--- src/rtl/arb_pkg.sv ---
// Shared types for the fixed-priority bus arbiter.
package arb_pkg;
    // Ownership state of the arbiter.
    typedef enum logic {
        ST_FREE  = 1'b0,  // no grant asserted
        ST_OWNED = 1'b1   // one master holds the grant
    } arb_state_e;
endpackage

--- src/rtl/arb_prio_pick.sv ---
// Fixed-priority picker: returns the lowest-numbered active request.
// Assumes active-high request bits; index 0 has the highest priority.
module arb_prio_pick #(
    parameter int N_MASTERS = 4,
    parameter int IDX_W     = (N_MASTERS > 1) ? $clog2(N_MASTERS) : 1
) (
    input  logic [N_MASTERS-1:0] req,
    output logic                 any,
    output logic [IDX_W-1:0]     idx
);
    // Scan from the lowest priority up so the highest priority wins last.
    always_comb begin
        any = 1'b0;
        idx = '0;
        for (int i = N_MASTERS - 1; i >= 0; i--) begin
            if (req[i]) begin
                any = 1'b1;
                idx = IDX_W'(i);
            end
        end
    end
endmodule

--- src/rtl/arb_above_mask.sv ---
// Detects a pending request with higher priority than a given owner.
// Assumes active-high request bits and a valid owner index below N_MASTERS.
module arb_above_mask #(
    parameter int N_MASTERS = 4,
    parameter int IDX_W     = (N_MASTERS > 1) ? $clog2(N_MASTERS) : 1
) (
    input  logic [N_MASTERS-1:0] req,
    input  logic [IDX_W-1:0]     owner,
    output logic                 higher
);
    logic [N_MASTERS-1:0] above;

    // above[i] is set when any master numbered below i is requesting.
    assign above[0] = 1'b0;
    generate
        for (genvar i = 1; i < N_MASTERS; i++) begin : g_above
            assign above[i] = above[i-1] | req[i-1];
        end
    endgenerate

    // Select the flag that belongs to the current owner.
    assign higher = above[owner];
endmodule

--- src/rtl/arb_ctrl.sv ---
// Ownership controller: holds, withdraws and issues the single grant.
// Assumes inputs are synchronous to clk; reset is synchronous, active low.
module arb_ctrl
    import arb_pkg::*;
#(
    parameter int N_MASTERS = 4,
    parameter int IDX_W     = (N_MASTERS > 1) ? $clog2(N_MASTERS) : 1
) (
    input  logic                 clk,
    input  logic                 rst_n,
    input  logic [N_MASTERS-1:0] req,
    input  logic                 locked,
    input  logic                 pick_any,
    input  logic [IDX_W-1:0]     pick_idx,
    input  logic                 higher,
    output logic                 own_vld,
    output logic [IDX_W-1:0]     own_idx
);
    arb_state_e       state_q, state_d;
    logic [IDX_W-1:0] idx_q, idx_d;
    logic             own_req;

    // Owner's own request bit.
    assign own_req = req[idx_q];

    // Next-state decision for the grant.
    always_comb begin
        state_d = state_q;
        idx_d   = idx_q;
        unique case (state_q)
            ST_FREE: begin
                if (!locked && pick_any) begin
                    state_d = ST_OWNED;
                    idx_d   = pick_idx;
                end
            end
            ST_OWNED: begin
                if (higher) begin
                    state_d = ST_FREE;
                end else if (!locked && !own_req) begin
                    state_d = ST_FREE;
                end
            end
            default: state_d = ST_FREE;
        endcase
    end

    // Register ownership state and owner index.
    always_ff @(posedge clk) begin
        if (!rst_n) begin
            state_q <= ST_FREE;
            idx_q   <= '0;
        end else begin
            state_q <= state_d;
            idx_q   <= idx_d;
        end
    end

    assign own_vld = (state_q == ST_OWNED);
    assign own_idx = idx_q;
endmodule

--- src/rtl/fixed_prio_arb.sv ---
// Top: four-master fixed-priority arbiter with bus lock, active-low pins.
// Assumes all inputs are synchronous to clk; grants are registered.
module fixed_prio_arb #(
    parameter int N_MASTERS = 4
) (
    input  logic                 clk,
    input  logic                 rst_n,
    input  logic [N_MASTERS-1:0] req_n,
    input  logic                 lock_n,
    output logic [N_MASTERS-1:0] gnt_n
);
    localparam int IDX_W = (N_MASTERS > 1) ? $clog2(N_MASTERS) : 1;

    logic [N_MASTERS-1:0] req;
    logic                 locked;
    logic                 pick_any;
    logic [IDX_W-1:0]     pick_idx;
    logic                 higher;
    logic                 own_vld;
    logic [IDX_W-1:0]     own_idx;

    // Convert pin polarity to active-high internal signals.
    assign req    = ~req_n;
    assign locked = ~lock_n;

    arb_prio_pick #(.N_MASTERS(N_MASTERS), .IDX_W(IDX_W)) u_pick (
        .req (req),
        .any (pick_any),
        .idx (pick_idx)
    );

    arb_above_mask #(.N_MASTERS(N_MASTERS), .IDX_W(IDX_W)) u_above (
        .req    (req),
        .owner  (own_idx),
        .higher (higher)
    );

    arb_ctrl #(.N_MASTERS(N_MASTERS), .IDX_W(IDX_W)) u_ctrl (
        .clk      (clk),
        .rst_n    (rst_n),
        .req      (req),
        .locked   (locked),
        .pick_any (pick_any),
        .pick_idx (pick_idx),
        .higher   (higher),
        .own_vld  (own_vld),
        .own_idx  (own_idx)
    );

    // Decode the owner into one active-low grant line per master.
    generate
        for (genvar i = 0; i < N_MASTERS; i++) begin : g_gnt
            assign gnt_n[i] = !(own_vld && (own_idx == IDX_W'(i)));
        end
    endgenerate
endmodule

--- config.mk ---
export PLATFORM = sky130hd
export DESIGN_NAME = fixed_prio_arb
export DESIGN_NICKNAME = d
export VERILOG_FILES = /design/src/rtl/arb_pkg.sv /design/src/rtl/arb_prio_pick.sv /design/src/rtl/arb_above_mask.sv /design/src/rtl/arb_ctrl.sv /design/src/rtl/fixed_prio_arb.sv
export SDC_FILE = /design/constraint.sdc
export NUM_CORES = 1
export LEC_CHECK = 0
export ABC_AREA = 1
export BUFFER_PORTS_ARGS = -buffer_cell sky130_fd_sc_hd__buf_2
export CORE_AREA = 2 2 39 41
export CTS_CLUSTER_SIZE = 40
export DETAILED_ROUTE_END_ITERATION = 7
export DIE_AREA = 0 0 41 43
export SYNTH_ARGS = -nofsm -noshare
export SYNTH_HDL_FRONTEND = slang
export SYNTH_SLANG_ARGS = --single-unit
--- constraint.sdc ---
create_clock -name clk -period 1 [get_ports clk]
set_input_delay 0.25 -clock clk [delete_from_list [all_inputs] [get_ports clk]]
set_output_delay 0.25 -clock clk [all_outputs]
set_load 0.01 [all_outputs]
==> results of run 1 <==
==> placed cells by master (no fill, tap or decap) <==
| cell type | Yosys | final |
|---|---|---|
| sky130_fd_sc_hd__buf_2 | 0 | 9 |
| sky130_fd_sc_hd__clkbuf_1 | 0 | 1 |
| sky130_fd_sc_hd__nor2_1 | 2 | 1 |
| sky130_fd_sc_hd__clkbuf_4 | 0 | 3 |
| sky130_fd_sc_hd__o21ai_0 | 3 | 1 |
| sky130_fd_sc_hd__o21ai_1 | 0 | 2 |
| sky130_fd_sc_hd__inv_1 | 6 | 5 |
| sky130_fd_sc_hd__o21ai_4 | 0 | 1 |
| sky130_fd_sc_hd__nand3_2 | 0 | 1 |
| sky130_fd_sc_hd__dfxtp_4 | 0 | 3 |
| sky130_fd_sc_hd__buf_6 | 0 | 3 |
| sky130_fd_sc_hd__nor3_1 | 1 | 1 |
| sky130_fd_sc_hd__a21oi_2 | 1 | 1 |
| sky130_fd_sc_hd__inv_4 | 0 | 1 |
| sky130_fd_sc_hd__nand2_1 | 15 | 15 |
| sky130_fd_sc_hd__inv_2 | 1 | 1 |
| sky130_fd_sc_hd__a21oi_1 | 2 | 2 |
| sky130_fd_sc_hd__buf_4 | 0 | 4 |
| sky130_fd_sc_hd__nand3_1 | 5 | 4 |
| sky130_fd_sc_hd__a211oi_2 | 0 | 1 |
| sky130_fd_sc_hd__nor2_4 | 0 | 1 |
==> report_power, final <==
group / internal (mW) / switching, mW
Combinational: 0.0779 / 0.0823
Clock: 0.151 / 0.0780
Sequential: 0.132 / 0.0155
==> cell type report <==
type                    instances  area, µm²
well taps                      16       20.0
inverters                       7       28.8
repair buffers                 16        109
fillers                       164        960
clock buffers                   4       26.3
flip-flops and latches          3       71.3
multi-input cells              31        169
==> state kept, by name, summed over array words and instances, names as in the netlist <==
signal          flops
u_ctrl.own_idx      2
u_ctrl.own_vld      1
==> routing by layer <==
layer / share of wire, % / up-vias
met5: 0 / -
met4: 3.6 / 0
met3: 3.5 / 2
met2: 57 / 7
met1: 35 / 142
li1: - / 175
==> stage by stage <==
step	worst slack, ns	cell area, µm²	power, mW
2_1_floorplan	0.0969	230	0.212
3_3_place_gp	-0.0476	308	0.253
3_5_place_dp	-0.0377	308	0.253
4_1_cts	-0.130	402	0.529
5_1_grt	-0.153	424	0.571
6_report	-0.122	424	0.536
==> critical path, cell delays in order (launching register included) <==
cell and delay (ns):
sky130_fd_sc_hd__dfxtp_4 0.36, sky130_fd_sc_hd__buf_6 0.10, sky130_fd_sc_hd__nand3_2 0.05, sky130_fd_sc_hd__buf_6 0.12
==> logic make-up (layout without fill, tap and decap cells) <==
| group | after synthesis | count (layout) | share of synthesized area, % |
|---|---|---|---|
| compound gates | 8 | 8 | 21.7 |
| buf+inv | 7 | 27 | 11.4 |
| flops | 3 | 3 | 26.1 |
| simple gates | 23 | 23 | 40.8 |
==> worst paths after layout <==
| check | to | start |
|---|---|---|
| min reg2reg | u_ctrl.own_idx[0] | u_ctrl.own_idx[0] |
| max reg2reg | u_ctrl.own_vld | u_ctrl.own_idx[1] |
| max | gnt_n[2] | u_ctrl.own_idx[1] |
| min | u_ctrl.own_idx[0] | rst_n |
==> timing repair <==
action                                  in CTS  in global routing
endpoints found under the setup margin       5                  7
setup buffers                                5                  0
gates resized for setup                     12                  6
cloned                                       0                  0
pin swaps                                    1                  3
==> impl_metrics.py, run 1 <==
metrics = {
    "outcome": {
        "outcome": "complete, but fails checks",
        "violations_in_the_final_reports": "negative setup slack",
    },
    "final_layout": {
        "diodes": 0,
        "utilization_pct": 30.7,
        "syn2layout_area_growth_pct": 84.2,
        "drive_above_1_share_pct": 47.5,
        "final_cells": 77,
        "fin_nets": 69,
    },
    "placement": {
        "place.detailed.hpwl_um": 476,
        "gp_congestion": 0.716,
        "place_inst": 68,
        "numPortBuffers": 10,
    },
    "sta": {
        "final.min_clock_period_ns": 1.12,
        "min_period_over_period_pct": 112,
        "timing.final.max_slew_violations": 0,
        "timing_worst_slew_pin_value_ns": 0.214,
        "setup_viol_count_final": 5,
        "fmax_mhz": 891,
        "timing.setup.tns_ns": -0.421,
        "clock_skew_ns": 0.00552,
        "maxSlewHeadroom_pct": 85.6,
        "hold_slack_ns": 0.255,
        "postLayoutSetupSlackWorst_ns": -0.122,
        "finalHoldViolCount": 0,
        "rsz0062_at_grt": "yes",
    },
    "grt": {
        "grt_pass1_wl_um": 1190,
        "global_route.usage.total_pct": 10.3,
        "grt_use_met2_pct": 18.4,
        "global_route.usage.met1_pct": 9.29,
        "first_global_vias": 330,
        "grt-ovfl-total": 0,
        "global_route.peak_usage_layer": "met2",
        "maximum_number_of_pins_on_one_net_before_global_route_repair": 6,
        "antenna_found_initial": 0,
        "met3_usage_pct": 1.57,
    },
    "clock_network": {
        "ctsRootBufferMaster": "sky130_fd_sc_hd__clkbuf_4",
        "clock_latency_ns": 0.24,
        "cts_hold_buf": 0,
        "clock-sinks": 3,
        "h_tree_depth_reported_by_cts": 1,
        "cts_tree": "yes",
        "cts.reportedPaths.clkPinSlew_ns": 0.04,
        "tritoncts.num_buffers": 3,
        "number_of_buffers_on_the_longest_clock_path": 2,
    },
    "routing": {
        "viasPerCell": 4.23,
        "post_drt_wl_per_cell_um": 9.62,
        "drc": 0,
        "num_vias": 326,
        "detail-route-antenna-nets": 0,
        "first_pass_iters": 4,
        "drt_first_iter_violations": 6,
        "routed_wl_um": 741,
    },
    "die": {
        "total_number_of_placement_rows": 14,
        "num_io_pins": 11,
        "initial_core_utilization_pct": 16.6,
        "core_area_um2": 1380,
        "die_outline_width_um": 41,
        "die_area_um2": 1760,
        "die_height_um": 43,
    },
    "logic_synthesis": {
        "synth_top_cells_by_count": "sky130_fd_sc_hd__nand2_1, sky130_fd_sc_hd__inv_1, sky130_fd_sc_hd__nand3_1",
        "ys_seq_area_share_pct": 26.1,
        "synth.cell_area_um2": 230,
        "synthesis.yosys.warnings": 0,
        "yosysMostFrequentCell": "sky130_fd_sc_hd__nand2_1",
        "ys_top_cells_by_area": "sky130_fd_sc_hd__dfxtp_1, sky130_fd_sc_hd__nand2_1, sky130_fd_sc_hd__nand3_1, sky130_fd_sc_hd__inv_1, sky130_fd_sc_hd__o21ai_0",
        "synth_top_flop_cell": "sky130_fd_sc_hd__dfxtp_1",
        "synth_edf_count": 0,
        "synth_top_area_share_pct": 26.1,
        "synthesis.instances": 41,
        "synth.avg_cell_area_um2": 5.62,
        "synth.net_count": 48,
        "ys_async_sr_fraction_pct": 0,
        "yosys_register_bits": 3,
        "synth.lib_cells_used.distinct": 12,
        "post_synthesis_cell_type_with_the_largest_combined_area": "sky130_fd_sc_hd__dfxtp_1",
    },
    "setup_path": {
        "path_class": "reg -> out",
        "worst-endpoint-arrival_ns": 0.87,
        "worst_reg_to_reg_path_cell_count": 7,
        "r2r_setup_slack_ns": -0.01,
        "worst_ep_required_time_ns": 0.75,
        "worst-path-max-fanout": 4,
        "worst_setup_sp_type": "flop",
        "setup.worst_path.end_class": "output pin",
    },
    "worst_hold_path": {
        "timing.hold.worst_path_depth": 3,
        "worstHoldPathType": "in -> reg",
    },
    "pwr": {
        "vdd_ir_drop_max_mv": 0.494,
        "pd_cells_nw_per_um2": 1260,
        "p_leak_nw": 0.203,
    },
    "flow_run": {
        "timing.max_cap.violations": 0,
    },
}
No activity file was read; power rests on OpenSTA's default activity.
==> inputs of run 2 (changes only) <==
--- a/config.mk
+++ b/config.mk
@@ -7,10 +7,14 @@
 export LEC_CHECK = 0
 export ABC_AREA = 1
 export BUFFER_PORTS_ARGS = -buffer_cell sky130_fd_sc_hd__buf_2
+export CELL_PAD_IN_SITES_DETAIL_PLACEMENT = 1
+export CELL_PAD_IN_SITES_GLOBAL_PLACEMENT = 1
 export CORE_AREA = 2 2 39 41
 export CTS_CLUSTER_SIZE = 40
 export DETAILED_ROUTE_END_ITERATION = 7
 export DIE_AREA = 0 0 41 43
+export PLACE_DENSITY_LB_ADDON = 0.1
+export SETUP_SLACK_MARGIN = 0.4
 export SYNTH_ARGS = -nofsm -noshare
 export SYNTH_HDL_FRONTEND = slang
 export SYNTH_SLANG_ARGS = --single-unit
==> constraint.sdc (replaced) <==
create_clock -name clk -period 1 [get_ports clk]
set_input_delay 0.2 -clock clk [delete_from_list [all_inputs] [get_ports clk]]
set_output_delay 0.2 -clock clk [all_outputs]
set_load 0.01 [all_outputs]
==> run 2 against run 1 <==
Net effect:
- the flow still finishes with violations (negative setup slack)
- clock skew about the same
- routed wire length increased by 32%
- register-to-register slack got worse by 0.05 ns
- count of clock-buffer cells in the layout unchanged
- setup slack improved by 0.012 ns
- global-route usage increased by 3.9 points
- maximum frequency increased by 1.1%
- final area increased by 13%
- sequential share of layout area decreased by 2.0 points
- worst hold slack got worse by 0.047 ns
- critical path type unchanged
- critical endpoint is now gnt_n[1]
==> impl_metrics.py, run 2 (synthesized netlist as in run 1, its figures left out) <==
metrics = {
    "sta": {
        "postLayoutSetupSlackWorst_ns": -0.110,
        "fmax_mhz": 901,
        "clock_skew_ns": 0.00544,
        "maxSlewHeadroom_pct": 86.6,
        "setup_viol_count_final": 5,
        "hold_slack_ns": 0.209,
        "timing.final.max_slew_violations": 0,
        "final.min_clock_period_ns": 1.11,
        "finalHoldViolCount": 0,
        "min_period_over_period_pct": 111,
        "timing_worst_slew_pin_value_ns": 0.200,
        "rsz0062_at_grt": "yes",
    },
    "clock_network": {
        "ctsRootBufferMaster": "sky130_fd_sc_hd__clkbuf_4",
        "clock-sinks": 3,
        "clock_latency_ns": 0.23,
        "cts_tree": "yes",
        "h_tree_depth_reported_by_cts": 1,
        "tritoncts.num_buffers": 3,
        "number_of_buffers_on_the_longest_clock_path": 2,
        "cts.reportedPaths.clkPinSlew_ns": 0.04,
        "cts_hold_buf": 0,
    },
    "final_layout": {
        "fin_nets": 71,
        "multiInputGateArea_um2": 195,
        "largest_reg_flops": 2,
        "drive_above_1_share_pct": 60.3,
        "top_library_cells_by_usage_in_the_layout_fill_and_taps_aside": "sky130_fd_sc_hd__nand2_1, sky130_fd_sc_hd__buf_2, sky130_fd_sc_hd__buf_4",
        "filler_cell_count": 177,
        "diodes": 0,
        "final_cells": 79,
        "postLayoutCellArea_um2": 480,
        "utilization_pct": 34.7,
        "register_area_um2": 71.3,
        "layout_commonest_cell": "sky130_fd_sc_hd__nand2_1",
        "syn2layout_area_growth_pct": 109,
    },
    "setup_path": {
        "cp_cell_sequence": "buf_4, nand3_2, buf_6",
        "cp_slowest_stage_delay_ns": 0.37,
        "path_class": "reg -> out",
        "worst-path-max-fanout": 5,
        "crit_buf_inv": 2,
        "worst_setup_sp_type": "flop",
        "worst_ep_required_time_ns": 0.80,
        "crit_path_top_delay_cell": "sky130_fd_sc_hd__dfxtp_4",
        "critical_path.top_delay_family": "flip-flops",
        "worst-endpoint-arrival_ns": 0.91,
        "setup.worst_path.end_class": "output pin",
    },
    "placement": {
        "numPortBuffers": 10,
        "place_inst": 67,
        "dpl-instance-area_um2": 308,
        "place.detailed.hpwl_um": 636,
        "gp_congestion": 0.732,
    },
    "routing": {
        "detail-route-antenna-nets": 0,
        "post_drt_wl_per_cell_um": 12.4,
        "first_pass_iters": 4,
        "viasPerCell": 4.44,
        "num_vias": 351,
        "drt_first_iter_violations": 5,
        "drc": 0,
        "routed_wl_um": 980,
    },
    "worst_hold_path": {
        "worstHoldPathType": "in -> reg",
    },
    "outcome": {
        "violations_in_the_final_reports": "negative setup slack",
        "outcome": "complete, but fails checks",
    },
    "grt": {
        "global_route.usage.total_pct": 14.2,
        "maximum_number_of_pins_on_one_net_before_global_route_repair": 6,
        "grt_pass1_wl_um": 1730,
        "grt-ovfl-total": 0,
        "antenna_found_initial": 0,
        "first_global_vias": 419,
    },
    "die": {
        "initial_core_utilization_pct": 16.6,
        "die_height_um": 43,
        "num_io_pins": 11,
        "total_number_of_placement_rows": 14,
        "die_area_um2": 1760,
        "core_area_um2": 1380,
        "die_outline_width_um": 41,
    },
    "pwr": {
        "vdd_ir_drop_max_mv": 0.723,
        "pd_cells_nw_per_um2": 1160,
        "p_leak_nw": 0.224,
        "finalPower_uw": 559,
    },
    "flow_run": {
        "timing.max_cap.violations": 0,
    },
}
[run 2: cell types whose count changed in the layout (fill, tap and decap cells not counted), moves of 2 or more]
| cell | before | now |
|---|---|---|
| sky130_fd_sc_hd__nand3_2 | 1 | 3 |
| sky130_fd_sc_hd__o21ai_1 | 2 | 0 |
| sky130_fd_sc_hd__buf_4 | 4 | 6 |
| sky130_fd_sc_hd__nand2_1 | 15 | 12 |
| sky130_fd_sc_hd__nand2_2 | 0 | 3 |
| sky130_fd_sc_hd__buf_6 | 3 | 5 |
| sky130_fd_sc_hd__buf_2 | 9 | 7 |
| sky130_fd_sc_hd__nand3_1 | 4 | 2 |
[run 2: cell type report]
cell class / instances / share of cell area, %
tap: 16 / 4.17
inverter: 7 / 6.51
clock buffer: 4 / 5.47
sequential: 3 / 14.8
multi-input combinational: 31 / 40.6
timing repair buffer: 18 / 28.4
[run 2: worst min-delay path, delay by kind of cell]
family	cells	cell delay, ns
AO/OA/AOI/OAI	2	0.09
buffers and inverters	1	0.11
[run 2: stage by stage]
stage	worst slack, ns	TNS (ns)
finish	-0.110	-0.283
global route	-0.148	-0.602
CTS	-0.0528	-0.235
detailed placement	0.0422	0
global placement	0.0261	0
floorplan	0.162	0
[run 2: repair_timing]
item	CTS	global route
buffers inserted	7	1
pin swaps	1	5
resized for setup	17	4
setup endpoints to repair	7	7
[run 2: path summary, 6_finish.rpt]
| path | from | endpoint | slack, ns | cells after the start |
|---|---|---|---|---|
| max | u_ctrl.own_idx[0] | gnt_n[1] | -0.11 | 3 |
| max reg2reg | u_ctrl.own_idx[0] | u_ctrl.own_vld | -0.06 | 9 |
| min | rst_n | u_ctrl.own_idx[0] | 0.21 | 3 |
| min reg2reg | u_ctrl.own_idx[1] | u_ctrl.own_idx[1] | 0.64 | 3 |
[run 2: power breakdown]
part           switching [mW]  total (mW)  internal [mW]  leakage, nW
clock network          0.0613       0.211          0.149       0.0150
logic                  0.0985       0.197         0.0981        0.182
registers              0.0202       0.152          0.132       0.0267
[run 2: metal layers]
layer  GRT usage [%]  wire (µm)
met3            3.14         60
met1            15.0        370
met5               0          0
met2            25.3        549
met4            5.33          0
==> inputs of run 3 (changes only) <==
--- a/config.mk
+++ b/config.mk
@@ -13,6 +13,7 @@
 export CTS_CLUSTER_SIZE = 40
 export DETAILED_ROUTE_END_ITERATION = 7
 export DIE_AREA = 0 0 41 43
+export GPL_TIMING_DRIVEN = 0
 export PLACE_DENSITY_LB_ADDON = 0.1
 export SETUP_SLACK_MARGIN = 0.4
 export SYNTH_ARGS = -nofsm -noshare
==> run 3 against run 2 <==
Net effect:
- the flow still finishes with violations (negative setup slack)
- sequential share of layout area fell by 0.84 points
- via count down 0.57%
- die area unchanged
- critical endpoint is now gnt_n[2]
- largest power group unchanged
- highest routed layer is now met4
==> impl_metrics.py, run 3 (synthesized netlist as in run 1, its figures left out) <==
metrics = {
    "clock_network": {
        "h_tree_depth_reported_by_cts": 1,
        "number_of_buffers_on_the_longest_clock_path": 2,
        "ctsRootBufferMaster": "sky130_fd_sc_hd__clkbuf_4",
        "clock-sinks": 3,
        "cts_tree": "yes",
        "clock_latency_ns": 0.24,
        "cts.reportedPaths.clkPinSlew_ns": 0.04,
        "cts_hold_buf": 0,
        "tritoncts.num_buffers": 3,
    },
    "setup_path": {
        "worst-endpoint-arrival_ns": 0.89,
        "crit_path_top_cell_by_count": "sky130_fd_sc_hd__buf_6",
        "worst_setup_sp_type": "flop",
        "crit_path_top_delay_cell": "sky130_fd_sc_hd__dfxtp_4",
        "setup.worst_path.end_class": "output pin",
        "cp_slowest_stage_delay_ns": 0.37,
        "path_class": "reg -> out",
        "worst-path-max-fanout": 4,
        "worst_ep_required_time_ns": 0.80,
        "cp_cell_sequence": "buf_6, nand3_2, buf_6",
    },
    "sta": {
        "timing_worst_slew_pin_value_ns": 0.204,
        "finalHoldViolCount": 0,
        "timing.setup.tns_ns": -0.294,
        "setup_viol_count_final": 5,
        "postLayoutSetupSlackWorst_ns": -0.0851,
        "fmax_mhz": 922,
        "clock_skew_ns": 0.00446,
        "maxSlewHeadroom_pct": 86.3,
        "timing.final.max_slew_violations": 0,
        "final.min_clock_period_ns": 1.09,
        "hold_slack_ns": 0.219,
        "min_period_over_period_pct": 109,
        "rsz0062_at_grt": "yes",
    },
    "final_layout": {
        "syn2layout_area_growth_pct": 121,
        "diodes": 0,
        "utilization_pct": 36.8,
        "postLayoutCellArea_um2": 509,
        "fin_nets": 74,
        "layout_commonest_cell": "sky130_fd_sc_hd__nand2_1",
        "drive_above_1_share_pct": 60.6,
        "top_library_cells_by_usage_in_the_layout_fill_and_taps_aside": "sky130_fd_sc_hd__nand2_1, sky130_fd_sc_hd__buf_2, sky130_fd_sc_hd__buf_6",
        "largest_reg_flops": 2,
    },
    "grt": {
        "antenna_found_initial": 0,
        "maximum_number_of_pins_on_one_net_before_global_route_repair": 7,
        "grt_pass1_wl_um": 1430,
        "met3_usage_pct": 4.71,
        "global_route.peak_usage_layer": "met2",
        "global_route.usage.total_pct": 12.6,
        "grt_use_met2_pct": 18.1,
        "grt-ovfl-total": 0,
        "first_global_vias": 310,
        "global_route.usage.met1_pct": 15.0,
    },
    "routing": {
        "drc": 0,
        "routed_wl_um": 974,
        "viasPerCell": 4.26,
        "first_pass_iters": 3,
        "post_drt_wl_per_cell_um": 11.9,
        "detail-route-antenna-nets": 0,
        "num_vias": 349,
        "drt_first_iter_violations": 2,
    },
    "die": {
        "initial_core_utilization_pct": 16.6,
        "die_height_um": 43,
        "core_area_um2": 1380,
        "die_area_um2": 1760,
        "total_number_of_placement_rows": 14,
        "die_outline_width_um": 41,
        "num_io_pins": 11,
    },
    "pwr": {
        "finalPower_uw": 592,
        "vdd_ir_drop_max_mv": 0.719,
        "pd_cells_nw_per_um2": 1160,
        "p_leak_nw": 0.240,
    },
    "outcome": {
        "violations_in_the_final_reports": "negative setup slack",
        "outcome": "complete, but fails checks",
    },
    "flow_run": {
        "timing.max_cap.violations": 0,
    },
    "placement": {
        "gp_congestion": 0.697,
        "dpl-instance-area_um2": 308,
        "numPortBuffers": 10,
    },
    "worst_hold_path": {
        "worstHoldPathType": "in -> reg",
    },
}
==> run 3: worst max-delay path, delay by kind of cell (launching register included) <==
| kind | cells | cell delay [ns] |
|---|---|---|
| simple gates | 1 | 0.06 |
| flops | 1 | 0.37 |
| buf+inv | 2 | 0.21 |
==> run 3: repair_timing <==
item / in CTS / in global routing
endpoints found under the hold margin: 0 / 0
endpoints found under the setup margin: 7 / 7
setup buffers: 7 / 4
pin swaps: 2 / 10
resized for setup: 13 / 13
==> run 3: report_power, final <==
group | internal (mW) | leakage [nW] | switching, mW
clock | 0.150 | 0.0150 | 0.0708
combinational | 0.117 | 0.199 | 0.101
sequential | 0.132 | 0.0267 | 0.0205
total | 0.399 | 0.240 | 0.192
==> run 3: final cells by class <==
| class | instances | area [µm²] |
|---|---|---|
| fill | 178 | 875 |
| multi-input combinational | 31 | 190 |
| timing repair buffer | 21 | 168 |
| sequential | 3 | 71.3 |
| inverter | 7 | 33.8 |
| clock buffer | 4 | 26.3 |
| tap | 16 | 20.0 |
==> run 3: per-layer routing <==
metal  part of all wire (%)  routed length (µm)  vias up
met5                      0                   0        -
met4                    1.0                  10        0
met3                    6.2                  60        2
met2                     52                 502       12
met1                     41                 400      152
li1                       -                   -      183
==> run 3: final timing paths <==
kind	start	endpoint	slack, ns	cells after the start
max	u_ctrl.own_idx[1]	gnt_n[2]	-0.09	3
min	rst_n	u_ctrl.own_idx[0]	0.22	3
max reg2reg	u_ctrl.own_idx[0]	u_ctrl.own_vld	-0.05	9
min reg2reg	u_ctrl.own_vld	u_ctrl.own_vld	0.68	4
==> run 3: through the flow <==
step,worst slack [ns],instances
6_report,-0.0851,82
5_1_grt,-0.137,82
4_1_cts,-0.0528,78
3_5_place_dp,0.0471,67
3_3_place_gp,0.0437,67
2_1_floorplan,0.162,41
